==> src/rtl/isc_pkg.sv <==
package isc_pkg;
  localparam int unsigned REG_W  = 32;
  localparam int unsigned ADDR_W = 9;
  localparam int unsigned WIDX_W = 4;   // 16 words per region

  localparam logic [2:0] RGN_MISC = 3'b000;
  localparam logic [2:0] RGN_EN   = 3'b100;
  localparam logic [2:0] RGN_MCLR = 3'b101;
  localparam logic [2:0] RGN_NTFY = 3'b110;
  localparam logic [2:0] RGN_CLR  = 3'b111;

  typedef struct packed {
    logic              cap_sel;
    logic              ctrl_sel;
    logic              ctrl_wr;
    logic              en_wr;
    logic              en_sel;
    logic              mclr_wr;
    logic              ntfy_sel;
    logic              ntfy_rd;
    logic              clr_wr;
    logic [WIDX_W-1:0] word;
  } dec_t;

  function automatic int unsigned ring_index(input logic is_rx,
                                             input int unsigned hop,
                                             input int unsigned hop_cnt);
    return is_rx ? hop + hop_cnt : hop;
  endfunction

  function automatic int unsigned word_of(input int unsigned idx);
    return idx / REG_W;
  endfunction

  function automatic int unsigned pos_of(input int unsigned idx);
    return idx % REG_W;
  endfunction

  function automatic int unsigned words_for(input int unsigned nbits);
    return (nbits + REG_W - 1) / REG_W;
  endfunction
endpackage

==> src/rtl/isc_addr_dec.sv <==
module isc_addr_dec
  import isc_pkg::*;
(
  input  logic              wr,
  input  logic              rd,
  input  logic [ADDR_W-1:0] addr,
  output dec_t              dec
);
  logic [2:0] rgn;
  logic       aligned;

  assign rgn     = addr[ADDR_W-1 -: 3];
  assign aligned = (addr[1:0] == 2'b00);

  always_comb begin
    dec          = '0;
    dec.word     = addr[2 +: WIDX_W];
    if (aligned) begin
      dec.cap_sel  = (rgn == RGN_MISC) && (dec.word == WIDX_W'(0));
      dec.ctrl_sel = (rgn == RGN_MISC) && (dec.word == WIDX_W'(1));
      dec.ctrl_wr  = dec.ctrl_sel && wr;
      dec.en_sel   = (rgn == RGN_EN);
      dec.en_wr    = dec.en_sel && wr;
      dec.mclr_wr  = (rgn == RGN_MCLR) && wr;
      dec.ntfy_sel = (rgn == RGN_NTFY);
      dec.ntfy_rd  = dec.ntfy_sel && rd;
      dec.clr_wr   = (rgn == RGN_CLR) && wr;
    end
  end
endmodule

==> src/rtl/isc_enable_bank.sv <==
module isc_enable_bank
  import isc_pkg::*;
#(
  parameter int unsigned NB = 24
) (
  input  logic              clk,
  input  logic              rst_n,
  input  logic              en_wr,
  input  logic              mclr_wr,
  input  logic              auto_mode,
  input  logic [WIDX_W-1:0] word,
  input  logic [REG_W-1:0]  wdata,
  output logic [NB-1:0]     en_q,
  output logic [NB-1:0]     mclr_vec
);
  logic unused_wdata;
  assign unused_wdata = ^wdata;

  for (genvar b = 0; b < NB; b++) begin : g_bit
    localparam int unsigned W = word_of(b);
    localparam int unsigned P = pos_of(b);
    logic hit;
    logic en_r;
    assign hit         = (word == WIDX_W'(W));
    assign mclr_vec[b] = mclr_wr && !auto_mode && hit && wdata[P];
    always_ff @(posedge clk) begin
      if (!rst_n)             en_r <= 1'b0;
      else if (en_wr && hit)  en_r <= wdata[P];
      else if (mclr_vec[b])   en_r <= 1'b0;
    end
    assign en_q[b] = en_r;
  end
endmodule

==> src/rtl/isc_status_bank.sv <==
module isc_status_bank
  import isc_pkg::*;
#(
  parameter int unsigned NB = 36
) (
  input  logic              clk,
  input  logic              rst_n,
  input  logic [NB-1:0]     set_vec,
  input  logic              ntfy_rd,
  input  logic              clr_wr,
  input  logic              auto_mode,
  input  logic [WIDX_W-1:0] word,
  input  logic [REG_W-1:0]  wdata,
  output logic [NB-1:0]     sts_q,
  output logic [NB-1:0]     clr_vec
);
  logic unused_wdata;
  assign unused_wdata = ^wdata;

  for (genvar b = 0; b < NB; b++) begin : g_bit
    localparam int unsigned W = word_of(b);
    localparam int unsigned P = pos_of(b);
    logic hit;
    logic sts_r;
    assign hit        = (word == WIDX_W'(W));
    assign clr_vec[b] = (ntfy_rd && hit) ||
                        (clr_wr && !auto_mode && hit && wdata[P]);
    // a new event outranks any clear in the same cycle
    always_ff @(posedge clk) begin
      if (!rst_n) sts_r <= 1'b0;
      else        sts_r <= set_vec[b] | (sts_r & ~clr_vec[b]);
    end
    assign sts_q[b] = sts_r;
  end
endmodule

==> src/rtl/isc_ring_irq_ctrl.sv <==
module isc_ring_irq_ctrl
  import isc_pkg::*;
#(
  parameter int unsigned HOP_COUNT = 12   // at most 170: notify area fits 16 words
) (
  input  logic                   clk,
  input  logic                   rst_n,
  input  logic [HOP_COUNT-1:0]   tx_evt,
  input  logic [HOP_COUNT-1:0]   rx_evt,
  input  logic [HOP_COUNT-1:0]   ovf_evt,
  input  logic                   reg_wr,
  input  logic                   reg_rd,
  input  logic [ADDR_W-1:0]      reg_addr,
  input  logic [REG_W-1:0]       reg_wdata,
  output logic [REG_W-1:0]       reg_rdata,
  output logic [2*HOP_COUNT-1:0] ring_irq
);
  localparam int unsigned NR = 2 * HOP_COUNT;
  localparam int unsigned NS = 3 * HOP_COUNT;
  localparam int unsigned EW = words_for(NR);
  localparam int unsigned NW = words_for(NS);

  dec_t              dec;
  logic              auto_q;
  logic [NR-1:0]     en_q;
  logic [NR-1:0]     mclr_vec;
  logic [NS-1:0]     sts_q;
  logic [NS-1:0]     clr_vec;
  logic [NS-1:0]     set_vec;
  logic [EW*REG_W-1:0] en_pad;
  logic [NW*REG_W-1:0] nt_pad;
  logic [REG_W-1:0]  rd_word;
  logic [REG_W-1:0]  rdata_q;

  // named events for the checker
  logic cap_rd;
  logic en_req;
  logic mclr_req;

  assign set_vec  = {ovf_evt, rx_evt, tx_evt};
  assign cap_rd   = dec.cap_sel && reg_rd;
  assign en_req   = dec.en_wr;
  assign mclr_req = dec.mclr_wr;

  isc_addr_dec u_dec (
    .wr   (reg_wr),
    .rd   (reg_rd),
    .addr (reg_addr),
    .dec  (dec)
  );

  always_ff @(posedge clk) begin
    if (!rst_n)           auto_q <= 1'b0;
    else if (dec.ctrl_wr) auto_q <= reg_wdata[0];
  end

  isc_enable_bank #(.NB(NR)) u_en (
    .clk       (clk),
    .rst_n     (rst_n),
    .en_wr     (dec.en_wr),
    .mclr_wr   (dec.mclr_wr),
    .auto_mode (auto_q),
    .word      (dec.word),
    .wdata     (reg_wdata),
    .en_q      (en_q),
    .mclr_vec  (mclr_vec)
  );

  isc_status_bank #(.NB(NS)) u_sts (
    .clk       (clk),
    .rst_n     (rst_n),
    .set_vec   (set_vec),
    .ntfy_rd   (dec.ntfy_rd),
    .clr_wr    (dec.clr_wr),
    .auto_mode (auto_q),
    .word      (dec.word),
    .wdata     (reg_wdata),
    .sts_q     (sts_q),
    .clr_vec   (clr_vec)
  );

  assign en_pad = (EW*REG_W)'(en_q);
  assign nt_pad = (NW*REG_W)'(sts_q);

  always_comb begin
    rd_word = '0;
    if (dec.cap_sel)  rd_word = REG_W'(10'(HOP_COUNT));
    if (dec.ctrl_sel) rd_word = REG_W'(auto_q);
    for (int w = 0; w < int'(EW); w++)
      if (dec.en_sel && dec.word == WIDX_W'(w)) rd_word = en_pad[w*REG_W +: REG_W];
    for (int w = 0; w < int'(NW); w++)
      if (dec.ntfy_sel && dec.word == WIDX_W'(w)) rd_word = nt_pad[w*REG_W +: REG_W];
  end

  always_ff @(posedge clk) begin
    if (!rst_n)      rdata_q <= '0;
    else if (reg_rd) rdata_q <= rd_word;
  end

  assign reg_rdata = rdata_q;
  assign ring_irq  = sts_q[NR-1:0] & en_q;
endmodule

==> config.mk <==
export PLATFORM = sky130hd
export DESIGN_NAME = isc_ring_irq_ctrl
export DESIGN_NICKNAME = d
export VERILOG_FILES = /design/src/rtl/isc_pkg.sv /design/src/rtl/isc_addr_dec.sv /design/src/rtl/isc_enable_bank.sv /design/src/rtl/isc_status_bank.sv /design/src/rtl/isc_ring_irq_ctrl.sv
export SDC_FILE = /design/constraint.sdc
export NUM_CORES = 1
export LEC_CHECK = 0
export ABC_AREA = 0
export BUFFER_PORTS_ARGS = -buffer_cell sky130_fd_sc_hd__buf_2
export CAP_MARGIN = 0
export CORE_ASPECT_RATIO = 1.25
export CORE_MARGIN = 2
export CORE_UTILIZATION = 54
export CTS_CLUSTER_SIZE = 40
export DETAILED_ROUTE_END_ITERATION = 12
export GPL_TIMING_DRIVEN = 0
export PLACE_DENSITY = 0.85
export SETUP_SLACK_MARGIN = 0.15
export SLEW_MARGIN = 20
export SYNTH_ARGS = -nofsm -noshare
export SYNTH_HDL_FRONTEND = slang
export SYNTH_SLANG_ARGS = --single-unit
==> constraint.sdc <==
create_clock -name clk -period 5.8 [get_ports clk]
set_clock_uncertainty 0.2 [all_clocks]
set_input_delay 1.16 -clock clk [delete_from_list [all_inputs] [get_ports clk]]
set_output_delay 1.16 -clock clk [all_outputs]
set_load 0.005 [all_outputs]
[Word-level counts from Yosys, hierarchy flattened]
Index checks and enable logic that the tools add are counted.
Operators by class
  eq/ne operators: 5
  muxes and demuxes: 54
  bitwise gates (word level): 109
  reduce and logical (&&, ||, !) cells: 142
Operators by type and width (number)
  $mux W32: 4
  $logic_and A1 B1 Y1: 78
  $mux W1: 48
  $reduce_bool A2 Y1: 24
  $and A1 B1 Y1: 36
  $logic_or A1 B1 Y1: 36
  $not A1 Y1: 36
  $or A1 B1 Y1: 36
  $and A24 B24 Y24: 1
  $eq A3 B3 Y1 const B: 4
  $mux W9: 1
  $eq A4 B1 Y1 const B: 1
  $logic_not A4 Y1: 1
  $mux W4: 1
  $logic_not A3 Y1: 1
  $logic_not A2 Y1: 1
  $logic_not A1 Y1: 1
Word-level totals
  register bits: 93
  input bits: 81
  output and inout bits: 56

[Longest topological paths before layout]
  word-level depth: 11
  gate-level depth with buffers: 6
  depth with buffers taken out: 4

[Hierarchy]
A second synthesis with hierarchy kept.
Unflattened totals
  cell total of the unflattened synthesis: 687
  area, all modules: 5703.0 um2
Modules (own cells, without submodules)
  isc_status_bank: instances 1, cells an instance 284, area each 2357.3 um2
  isc_enable_bank: instances 1, cells an instance 216, area each 1639.1 um2
  isc_ring_irq_ctrl: instances 1, cells an instance 166, area each 1562.7 um2
  isc_addr_dec: instances 1, cells an instance 21, area each 143.9 um2

[Worst setup path before layout]
No wires, ideal clock.
  kind: input to register
  start point: in reg_addr[3]
  end point: reg u_en.g_bit[0].en_r
  setup time: 117 ps
  arrival: 2596 ps
  required time: 5483 ps
  slack: 2886 ps
  cell stages on the path: 5
  buffers on the path: 1
  cells stage by stage: or4_4 -> nor4_4 -> buf_6 -> nand2_1 -> a32o_1
On the way
  cells in the longest elaborated chain, start to end: 4
  elaborated cells between the ends (all ways): 6
RTL lines
  start, declared: RTL line isc_ring_irq_ctrl.sv:13  | input logic [ADDR_W-1:0] reg_addr,
  $logic_not A4 Y1 *: RTL line isc_enable_bank.sv:24  | assign hit = (word == WIDX_W'(W));
  $logic_and A1 B1 Y1 (2 in a row): RTL line isc_enable_bank.sv:25  | assign mclr_vec[b] = mclr_wr && !auto_mode && hit && wdata[P];
  $reduce_bool A2 Y1 (no line)
  end signal, assigned: RTL line isc_enable_bank.sv:28  | else if (en_wr && hit) en_r <= wdata[P];
  end, declared: RTL line isc_enable_bank.sv:23  | logic en_r;
Every way passes the cells marked *; elsewhere a longest branch is shown, timed or not.
A chain may end at the register's enable or synchronous reset.

[Worst setup path after layout]
  start point: in reg_addr[2]
  end point: reg rdata_q[20] (netlist: reg_rdata[20])
On the way
  cells in the longest elaborated chain, start to end: 5
  elaborated cells between the ends (all ways): 8
RTL lines
  $logic_not A4 Y1: RTL line isc_ring_irq_ctrl.sv:90, isc_ring_irq_ctrl.sv:92
  $logic_and A1 B1 Y1: RTL line isc_ring_irq_ctrl.sv:90  | if (dec.en_sel && dec.word == WIDX_W'(w)) rd_word = en_pad[w*REG_W +: REG_W];
  $mux W32: RTL line isc_ring_irq_ctrl.sv:90
  $mux W32: RTL line isc_ring_irq_ctrl.sv:92  | if (dec.ntfy_sel && dec.word == WIDX_W'(w)) rd_word = nt_pad[w*REG_W +: REG_W];
  $mux W32 *: RTL line isc_ring_irq_ctrl.sv:92
  end signal, assigned: RTL line isc_ring_irq_ctrl.sv:97  | else if (reg_rd) rdata_q <= rd_word;
  end, declared: RTL line isc_ring_irq_ctrl.sv:33  | logic [REG_W-1:0] rdata_q;
Marks and branches as above.

==> impl_metrics.json <==
{
  "vdd_drop_max_uv": 194,
  "dieWidth_um": 80.6,
  "avgSynthCellArea_um2": 9.66,
  "fin_cells": 650,
  "worst_setup_path_start_kind": "primary input",
  "postCtsSetupBuffers": 0,
  "grt_max_degree": 16,
  "worst_pin_slew_ps": 968,
  "area_growth_pct": 25.9,
  "hold_viol": 0,
  "worst_ep_arrival_time_ps": 3430,
  "cts-resized-gates": 0,
  "grt_pass1_vias": 3759,
  "start_util_pct": 56.4,
  "vias": 3824,
  "max_cap_violations": 0,
  "criticalPathCategory": "in -> reg",
  "synth_seq_cells": 93,
  "synth_adder_area_share_pct": 0,
  "die_h_um": 99.7,
  "reg2regPathDepth": 5,
  "nets": 637,
  "htree_num_levels": 3,
  "ff2ff_setup_slack_ps": 3790,
  "route.detailed.drc": 0,
  "cts_tree": "done",
  "drt_first_iter_violations": 203,
  "synthFlopType": "dfxtp_1",
  "worstHoldEndpoint": "reg_rdata[1]",
  "finalWirelength_um": 11500,
  "drtAntennaViolNets": 0,
  "synth_area_leader_cell": "dfxtp_1",
  "synth-edff-count": 0,
  "synth.top_cell.area_share_pct": 47.0,
  "cts_buffer_depth": 2,
  "synthTopCellsByArea": "dfxtp_1, a32o_1, a211oi_1",
  "fin_crit_ps": 3320,
  "cp_data_required_time_ps": 5910,
  "final_util_pct": 71.0,
  "async_flop_share_pct": 0,
  "routedWlPerCell_um": 17.7,
  "p_leak_nw": 2.29,
  "ys_types": 40,
  "fin_tns_setup_ps": 0,
  "cts-buffers-inserted": 9,
  "drive_gt1_share_pct": 31.1,
  "numPlacedInstances": 635,
  "synth-simple-area-share_pct": 17.1,
  "globalRoute.totalOverflow": 0,
  "status": "completed",
  "syn_area_mm2": 0.00396,
  "grt_usage_pct": 29.9,
  "powerDensity_mw_per_mm2": 256,
  "p_total_mw": 1.28,
  "crit_path_end_kind": "flop",
  "syn_nets": 491,
  "period_share_pct": 57.2,
  "die_area_mm2": 0.00804,
  "fin_area_mm2": 0.00498,
  "drt_pass1_iterations": 4,
  "ctsHoldBuffers": 0,
  "relSlewSlack_pct": 35.2,
  "crit_fanout": 10,
  "grt_antenna_before_repair": 0,
  "port_buffers": 135,
  "routabilityCongestion": 0.857,
  "synth_xor_xnor_area_share_pct": 0,
  "yosysWarnings": 0,
  "io_pins": 137,
  "yosysMostFrequentCell": "dfxtp_1",
  "setup_viol": 0,
  "via_per_inst": 5.88,
  "clk_latency_ps": 360,
  "muxShareOfSynthArea_pct": 1.07,
  "min_from": "reg_rdata[1]",
  "synth_top_family_by_area": "compound AO/OA/AOI/OAI gates",
  "cts.clk_slew.worst_paths_ps": 90,
  "reg2reg_from": "auto_q",
  "holdCritPathClass": "reg -> reg",
  "grt_pass1_wl_um": 18300,
  "seq_area_frac_synth_pct": 47.0,
  "postPlaceCellArea_mm2": 0.00475,
  "core_mm2": 0.00702,
  "antenna_cells": 0,
  "slew_viol_final": 0,
  "rsz0062_at_grt": "false",
  "hpwl_um": 8450,
  "hold_depth": 2,
  "fp-row-count": 34,
  "synthCells": 410,
  "r2r_end": "u_sts.g_bit[15].sts_r",
  "synth_compound_area_share_pct": 28.2,
  "fmax_mhz": 301,
  "synthTopCellsByCount": "dfxtp_1, inv_1, a211oi_1, o21a_1, nand2_1",
  "cts.root.buffer_cell": "clkbuf_8",
  "cts_sinks": 93
}
layer usage:
layer  track usage [%]  up-vias  share of wire, %
li1                  -     1816                 -
met1              35.9     1823                40
met2              51.3      161                50
met3              5.26       24               7.0
met4              14.0        0               3.0
met5                 0        -                 0
logic make-up (layout without fill, tap and decap cells):
logic type / Yosys count / count (layout)
simple gates: 117 / 117
buf+inv: 63 / 213
mux: 4 / 4
compound gates: 133 / 133
flops: 93 / 93
critical path, stage by stage:
cell	delay, ps
buf_2	140
nor4_1	430
nand4_1	180
nor2_1	760
clkbuf_1	500
a221o_1	250
worst max-delay path by stage:
| stage | start | endpoint | cells after the start |
|---|---|---|---|
| 2_1_floorplan | reg_addr[3] | u_en.g_bit[0].en_r | 5 |
| 3_3_place_gp | reg_addr[2] | reg_rdata[20] | 6 |
| 3_5_place_dp | reg_addr[2] | reg_rdata[20] | 6 |
| 4_1_cts | reg_addr[2] | reg_rdata[20] | 6 |
| 5_1_grt | reg_addr[2] | reg_rdata[15] | 6 |
| 6_report | reg_addr[2] | reg_rdata[20] | 6 |
metrics by stage:
step | setup WS [ps] | hold slack, ps
after detailed placement | 2240 | 261
after floorplan | 2890 | 257
after global routing | 2400 | 311
final | 2480 | 272
after global placement | 2290 | 255
after CTS | 2610 | 275
where the power goes:
group / internal, mW / switching, mW / total, mW / leakage, nW
logic: 0.0450 / 0.0563 / 0.101 / 1.42
registers: 0.656 / 0.0110 / 0.667 / 0.761
clock network: 0.284 / 0.226 / 0.510 / 0.108
final cells by class:
cell class | count | area [um2]
fill | 555 | 2030
sequential | 93 | 1860
multi-input combinational | 254 | 1840
timing repair buffer | 135 | 676
inverter | 36 | 135
buffer | 27 | 126
clock buffer | 9 | 124
clock inverter | 6 | 113
tap | 90 | 113
flip-flops by register name, summed over array words and instances, names as in the netlist:
name	flops
u_en.g_bit.en_r	24
auto_q	1
u_sts.g_bit.sts_r	36
reg_rdata	32
cells in the final DEF, fill, tap and decap left out, types with 2 or more instances in the layout:
master,n
a211oi_1,32
a21oi_1,3
a221o_1,19
a22oi_1,10
a32o_1,24
a32oi_1,2
and2_1,24
and3_1,19
buf_2,143
buf_6,2
bufinv_16,3
clkbuf_1,17
clkbuf_8,9
clkinvlp_4,3
dfxtp_1,93
inv_1,36
mux2_2,2
mux2i_1,2
nand2_1,31
nand2b_1,5
nand3_1,2
nor2_1,12
nor2b_1,4
nor3_1,4
nor3_2,3
nor4_1,2
nor4_4,2
o21a_1,32
o221a_2,4
o22ai_1,2
o32ai_1,2
No activity file was read; power rests on OpenSTA's default activity.
